--- config.mk ---
export PLATFORM = sky130hd
export DESIGN_NAME = enc_pos_counter
export DESIGN_NICKNAME = d
export VERILOG_FILES = /design/src/rtl/enc_pkg.sv /design/src/rtl/enc_in_sync.sv /design/src/rtl/enc_step_dec.sv /design/src/rtl/enc_count_core.sv /design/src/rtl/enc_pos_counter.sv
export SDC_FILE = /design/constraint.sdc
export NUM_CORES = 1
export LEC_CHECK = 0
export ABC_AREA = 1
export BUFFER_PORTS_ARGS = -buffer_cell sky130_fd_sc_hd__buf_2
export CORE_MARGIN = 3
export CORE_UTILIZATION = 60
export CTS_BUF_LIST = sky130_fd_sc_hd__clkbuf_8
export DETAILED_ROUTE_END_ITERATION = 12
export GPL_ROUTABILITY_DRIVEN = 0
export PLACE_DENSITY = 0.82
export RECOVER_POWER = 25
export SKIP_CTS_REPAIR_TIMING = 1
export SYNTH_ARGS = -nofsm -noshare
export SYNTH_HDL_FRONTEND = slang
export SYNTH_HIERARCHICAL = 1
export SYNTH_SLANG_ARGS = --single-unit
--- constraint.sdc ---
create_clock -name clk -period 3.65 [get_ports clk]
set_input_delay 0.365 -clock clk [delete_from_list [all_inputs] [get_ports clk]]
set_output_delay 0.365 -clock clk [all_outputs]
set_load 0.03 [all_outputs]
--- src/rtl/enc_pkg.sv ---
// Package: shared encodings for the encoder position counter.
// Assumes a 2-bit register address and a 4-bit control register.
package enc_pkg;

    typedef enum logic [1:0] {
        MULT_OFF = 2'b00,
        MULT_X1  = 2'b01,
        MULT_X2  = 2'b10,
        MULT_X4  = 2'b11
    } mult_e;

    localparam logic [1:0] ADR_CNT = 2'd0;
    localparam logic [1:0] ADR_RLD = 2'd1;
    localparam logic [1:0] ADR_CTL = 2'd2;
    localparam logic [1:0] ADR_STS = 2'd3;

    localparam int CTL_W      = 4;
    localparam int CTL_REMAP  = 2;
    localparam int CTL_IRQEN  = 3;
    localparam int STS_FLAG   = 0;
    localparam int STS_DIR    = 1;

endpackage

--- src/rtl/enc_in_sync.sv ---
// Module: multi-stage synchronizer with edge detection for N asynchronous lines.
// Assumes each input level is held for at least one clk period.
module enc_in_sync #(
    parameter int LINES  = 2,
    parameter int STAGES = 2
) (
    input  logic             clk,
    input  logic             rst_n,
    input  logic [LINES-1:0] raw,
    output logic [LINES-1:0] lvl,
    output logic [LINES-1:0] prev,
    output logic [LINES-1:0] rise,
    output logic [LINES-1:0] fall
);

    genvar g;
    generate
        for (g = 0; g < LINES; g++) begin : g_line
            logic [STAGES-1:0] shreg;
            logic              last;

            // Shift the raw line through the synchronizer stages.
            always_ff @(posedge clk) begin
                if (!rst_n) begin
                    shreg <= '0;
                end else begin
                    shreg <= {shreg[STAGES-2:0], raw[g]};
                end
            end

            // Keep the previous synchronized level for edge detection.
            always_ff @(posedge clk) begin
                if (!rst_n) begin
                    last <= 1'b0;
                end else begin
                    last <= shreg[STAGES-1];
                end
            end

            assign lvl[g]  = shreg[STAGES-1];
            assign prev[g] = last;
            assign rise[g] = shreg[STAGES-1] & ~last;
            assign fall[g] = ~shreg[STAGES-1] & last;
        end
    endgenerate

endmodule

--- src/rtl/enc_step_dec.sv ---
// Module: turns synchronized encoder edges into up/down step pulses.
// Assumes line 0 carries direction (ti1) and line 1 the count clock (ti2).
module enc_step_dec
    import enc_pkg::*;
(
    input  mult_e mult,
    input  logic  dir_lvl,
    input  logic  dir_prev,
    input  logic  dir_rise,
    input  logic  dir_fall,
    input  logic  clk_rise,
    input  logic  clk_fall,
    output logic  step_up,
    output logic  step_dn
);

    logic clk_evt;
    logic dir_evt;
    logic down;

    // Choose which edges count and which level gives the direction.
    always_comb begin
        clk_evt = 1'b0;
        dir_evt = 1'b0;
        unique case (mult)
            MULT_X1: clk_evt = clk_rise;
            MULT_X2: clk_evt = clk_rise | clk_fall;
            MULT_X4: begin
                clk_evt = clk_rise | clk_fall;
                dir_evt = (dir_rise | dir_fall) & ~(clk_rise | clk_fall);
            end
            default: ;
        endcase
        down    = clk_evt ? dir_lvl : dir_prev;
        step_up = (clk_evt | dir_evt) & ~down;
        step_dn = (clk_evt | dir_evt) & down;
    end

endmodule

--- src/rtl/enc_count_core.sv ---
// Module: wrap-around position counter between 0 and a reload value.
// Assumes step_up and step_dn are never high together; a write wins over a step.
module enc_count_core #(
    parameter int W = 32
) (
    input  logic         clk,
    input  logic         rst_n,
    input  logic         step_up,
    input  logic         step_dn,
    input  logic [W-1:0] reload,
    input  logic         cnt_wr,
    input  logic [W-1:0] cnt_wdata,
    output logic [W-1:0] cnt,
    output logic         wrap,
    output logic         dir_dn
);

    logic [W-1:0] cnt_d;

    // Compute the next count, the wrap pulse and apply write priority.
    always_comb begin
        cnt_d = cnt;
        wrap  = 1'b0;
        if (step_up) begin
            if (cnt == reload) begin
                cnt_d = '0;
                wrap  = 1'b1;
            end else begin
                cnt_d = cnt + 1'b1;
            end
        end else if (step_dn) begin
            if (cnt == '0) begin
                cnt_d = reload;
                wrap  = 1'b1;
            end else begin
                cnt_d = cnt - 1'b1;
            end
        end
        if (cnt_wr) begin
            cnt_d = cnt_wdata;
            wrap  = 1'b0;
        end
    end

    // Hold the count.
    always_ff @(posedge clk) begin
        if (!rst_n) begin
            cnt <= '0;
        end else begin
            cnt <= cnt_d;
        end
    end

    // Record the direction of the latest step.
    always_ff @(posedge clk) begin
        if (!rst_n) begin
            dir_dn <= 1'b0;
        end else if (step_up | step_dn) begin
            dir_dn <= step_dn;
        end
    end

endmodule

--- src/rtl/enc_pos_counter.sv ---
// Module: top of the encoder position counter with register port and flag remap.
// Assumes register port inputs are stable around the rising clk edge.
module enc_pos_counter
    import enc_pkg::*;
#(
    parameter int               CNT_W       = 32,
    parameter int               SYNC_STAGES = 2,
    parameter logic [CNT_W-1:0] RELOAD_INIT = '1
) (
    input  logic             clk,
    input  logic             rst_n,
    input  logic             ti1,
    input  logic             ti2,
    input  logic             wr_en,
    input  logic [1:0]       addr,
    input  logic [CNT_W-1:0] wr_data,
    output logic [CNT_W-1:0] rd_data,
    output logic             irq
);

    localparam int TOP = CNT_W - 1;

    logic [1:0]       s_lvl, s_prev, s_rise, s_fall;
    logic [CNT_W-1:0] cnt_q;
    logic [CNT_W-1:0] reload_q;
    logic [CTL_W-1:0] ctl_q;
    logic             uflag_q;
    logic             step_up, step_dn, wrap, dir_dn;
    logic             cnt_wr, rld_wr, ctl_wr, sts_clr;
    mult_e            mult;

    assign cnt_wr  = wr_en && (addr == ADR_CNT);
    assign rld_wr  = wr_en && (addr == ADR_RLD);
    assign ctl_wr  = wr_en && (addr == ADR_CTL);
    assign sts_clr = wr_en && (addr == ADR_STS) && wr_data[STS_FLAG];
    assign mult    = mult_e'(ctl_q[1:0]);

    enc_in_sync #(.LINES(2), .STAGES(SYNC_STAGES)) u_sync (
        .clk  (clk),
        .rst_n(rst_n),
        .raw  ({ti2, ti1}),
        .lvl  (s_lvl),
        .prev (s_prev),
        .rise (s_rise),
        .fall (s_fall)
    );

    enc_step_dec u_dec (
        .mult    (mult),
        .dir_lvl (s_lvl[0]),
        .dir_prev(s_prev[0]),
        .dir_rise(s_rise[0]),
        .dir_fall(s_fall[0]),
        .clk_rise(s_rise[1]),
        .clk_fall(s_fall[1]),
        .step_up (step_up),
        .step_dn (step_dn)
    );

    enc_count_core #(.W(CNT_W)) u_core (
        .clk      (clk),
        .rst_n    (rst_n),
        .step_up  (step_up),
        .step_dn  (step_dn),
        .reload   (reload_q),
        .cnt_wr   (cnt_wr),
        .cnt_wdata(wr_data),
        .cnt      (cnt_q),
        .wrap     (wrap),
        .dir_dn   (dir_dn)
    );

    // Reload and control registers.
    always_ff @(posedge clk) begin
        if (!rst_n) begin
            reload_q <= RELOAD_INIT;
            ctl_q    <= '0;
        end else begin
            if (rld_wr) reload_q <= wr_data;
            if (ctl_wr) ctl_q    <= wr_data[CTL_W-1:0];
        end
    end

    // Sticky update flag: a wrap sets it, a write of one clears it, set wins.
    always_ff @(posedge clk) begin
        if (!rst_n) begin
            uflag_q <= 1'b0;
        end else if (wrap) begin
            uflag_q <= 1'b1;
        end else if (sts_clr) begin
            uflag_q <= 1'b0;
        end
    end

    // Read mux, with the flag copied into the counter top bit under remap.
    always_comb begin
        rd_data = '0;
        unique case (addr)
            ADR_CNT: begin
                rd_data = cnt_q;
                if (ctl_q[CTL_REMAP]) rd_data[TOP] = uflag_q;
            end
            ADR_RLD: rd_data = reload_q;
            ADR_CTL: rd_data[CTL_W-1:0] = ctl_q;
            ADR_STS: begin
                rd_data[STS_FLAG] = uflag_q;
                rd_data[STS_DIR]  = dir_dn;
            end
            default: ;
        endcase
    end

    assign irq = uflag_q & ctl_q[CTL_IRQEN];

endmodule

==> run metrics <==
Die Height 116 um; reg2reg path depth 15; ratio of cells with drive above 1 in the final layout 0.135; crit path launch addr[1]; Sw Pwr 2000 uW; required arrival time at the worst endpoint 3.28 ns; Tcrit/Tclk final 0.651; setup TNS 0 ns; Sequential Power Share 0.275; leak pwr 0.00393 uW; drt initial violations 904; P&R area growth vs syn 3.74%; GRT overflow 0; PwrDens 520 mW/mm^2; # Max-Cap Violations 0; first-pass GRT wire length 34400 um; family with the most delay on the worst path buffers and inverters; status finished, final reports clean; crit path kind in2out; clock sink count 76; critical path data arrival time 2.01 ns; HP Class in2reg; H-tree Lvls 3; total CTS buffers 9; GRT Total Usage 0.319; site row count 39; slowest CP cell nor2_2; # port buffers 71; WL/cell 15.0 um; worst skew pair latency 0.38 ns; final slew viol count 0; worst-case clock buffer depth 2; drt pass-1 iters 5; Power, Total 3930 uW; Critical R2R Capture u_core/cnt[28]; synthesized netlist cell count 1264; Mean Syn Cell Area 5.76 sq um; Layout Nets 1322; DR vias 8026; end of the critical path rd_data[31]; hold_sp ti1; DRT antenna net count 0; Mapped Area 0.00728 sq mm; # IOs 72; CORE AREA 0.0117 sq mm; Crit Path Max Fanout 18; RSZ-0062 raised after global routing no; DRC viols 0; CP Launch Type primary input; commonest non-fill, non-tap cell in the layout nand2_1; largest net degree at the start of global routing 61; peak supply drop 0.332 mV; Die Area 0.0135 sq mm; final WL 21400 um; Net Sw Frac 0.508; P_int 1930 uW; vias in the first global route 7004; cell count along the critical path 6; reg-to-reg setup timing slack 1.43 ns; routed vias/inst 5.62; part of the power in combinational logic 0.574; Root Driver clkbuf_8; fillcell total 1133; Slew HR 0.251; Final Util 0.648; Post-Route Skew 0.00999 ns; Final min period 2.38 ns; commonest non-fill, non-tap cells in the layout nand2_1, nor2_1, nand3_1; Worst Path Buf+Inv 3; Die Wd 116 um; DP HPWL 15600 um; CTS tree built; Hold Violations, Final 0; cells along the critical path clkbuf_1 -> nor2_2 -> buf_4 -> o21ai_0 -> o21ai_1 -> buf_2; measured slew at the worst slew-check pin 1.12 ns; max incr delay on CP 0.62 ns; endpoints failing setup 0; reg2reg start u_sync/g_line[1].shreg[1]; Worst setup EP type primary output; initial antenna violation count 0; Synth warnings 6; clock share of power 0.150; number of diodes 0; clk slew on worst S/H paths 0.08 ns; initial core utilization 0.625; syn_nets 1306; Max Clock Freq 421 MHz
[layer usage]
metal	GRT usage	routed length, um	share of wire	up-vias
li1	-	-	-	3974
met1	0.434	9190	0.43	3629
met2	0.491	9410	0.44	369
met3	0.0684	2150	0.10	54
met4	0.131	627	0.029	0
met5	0	0	0	-
[cell type report]
| cell class | count | area, sq um | area share |
|---|---|---|---|
| clock buffers | 10 | 138 | 0.0182 |
| multi-input cells | 1003 | 4850 | 0.641 |
| flip-flops and latches | 76 | 1520 | 0.201 |
| clock inverters | 6 | 32.5 | 0.00430 |
| well taps | 143 | 179 | 0.0237 |
| inverters | 108 | 405 | 0.0536 |
| repair buffers | 82 | 435 | 0.0576 |
[worst min-delay path: cells and delay by family]
family,cells,cell delay [ns]
simple gates,1,0.04
buf+inv,2,0.11
[worst min-delay path by stage]
stage / end / cells after the start
final: u_sync/g_line[0].shreg[0] / 3
after global placement: u_sync/g_line[0].shreg[1] / 2
after floorplan: u_sync/g_line[0].shreg[1] / 2
after detailed placement: u_sync/g_line[1].shreg[1] / 2
after global routing: u_sync/g_line[1].shreg[0] / 3
after CTS: u_sync/g_line[0].shreg[0] / 3
[registers in the layout (all words and copies together) (netlist names)]
name and cells:
reload_q 32, u_core/cnt 32, ctl_q 4, u_sync/g_line.shreg 4, u_sync/g_line.last 2, u_core/dir_dn 1, uflag_q 1
[power by group through the flow]
stage	clock network, uW	registers (uW)	logic, uW
3_3_place_gp	0	1100	2160
3_5_place_dp	0	1100	2190
2_1_floorplan	0	961	1910
5_1_grt	633	1100	2490
6_report	590	1080	2260
4_1_cts	599	1080	2200
[through the flow]
step / hold slack (ns) / area [sq um] / worst slack (ns) / cells
finish: 0.159 / 7560 / 1.27 / 1428
global route: 0.162 / 7560 / 1.14 / 1428
CTS: 0.139 / 7560 / 1.36 / 1428
detailed placement: 0.405 / 7390 / 1.29 / 1412
global placement: 0.391 / 7390 / 1.38 / 1412
floorplan: 0.390 / 7280 / 1.81 / 1264
Power figures use the tool's default switching activity.
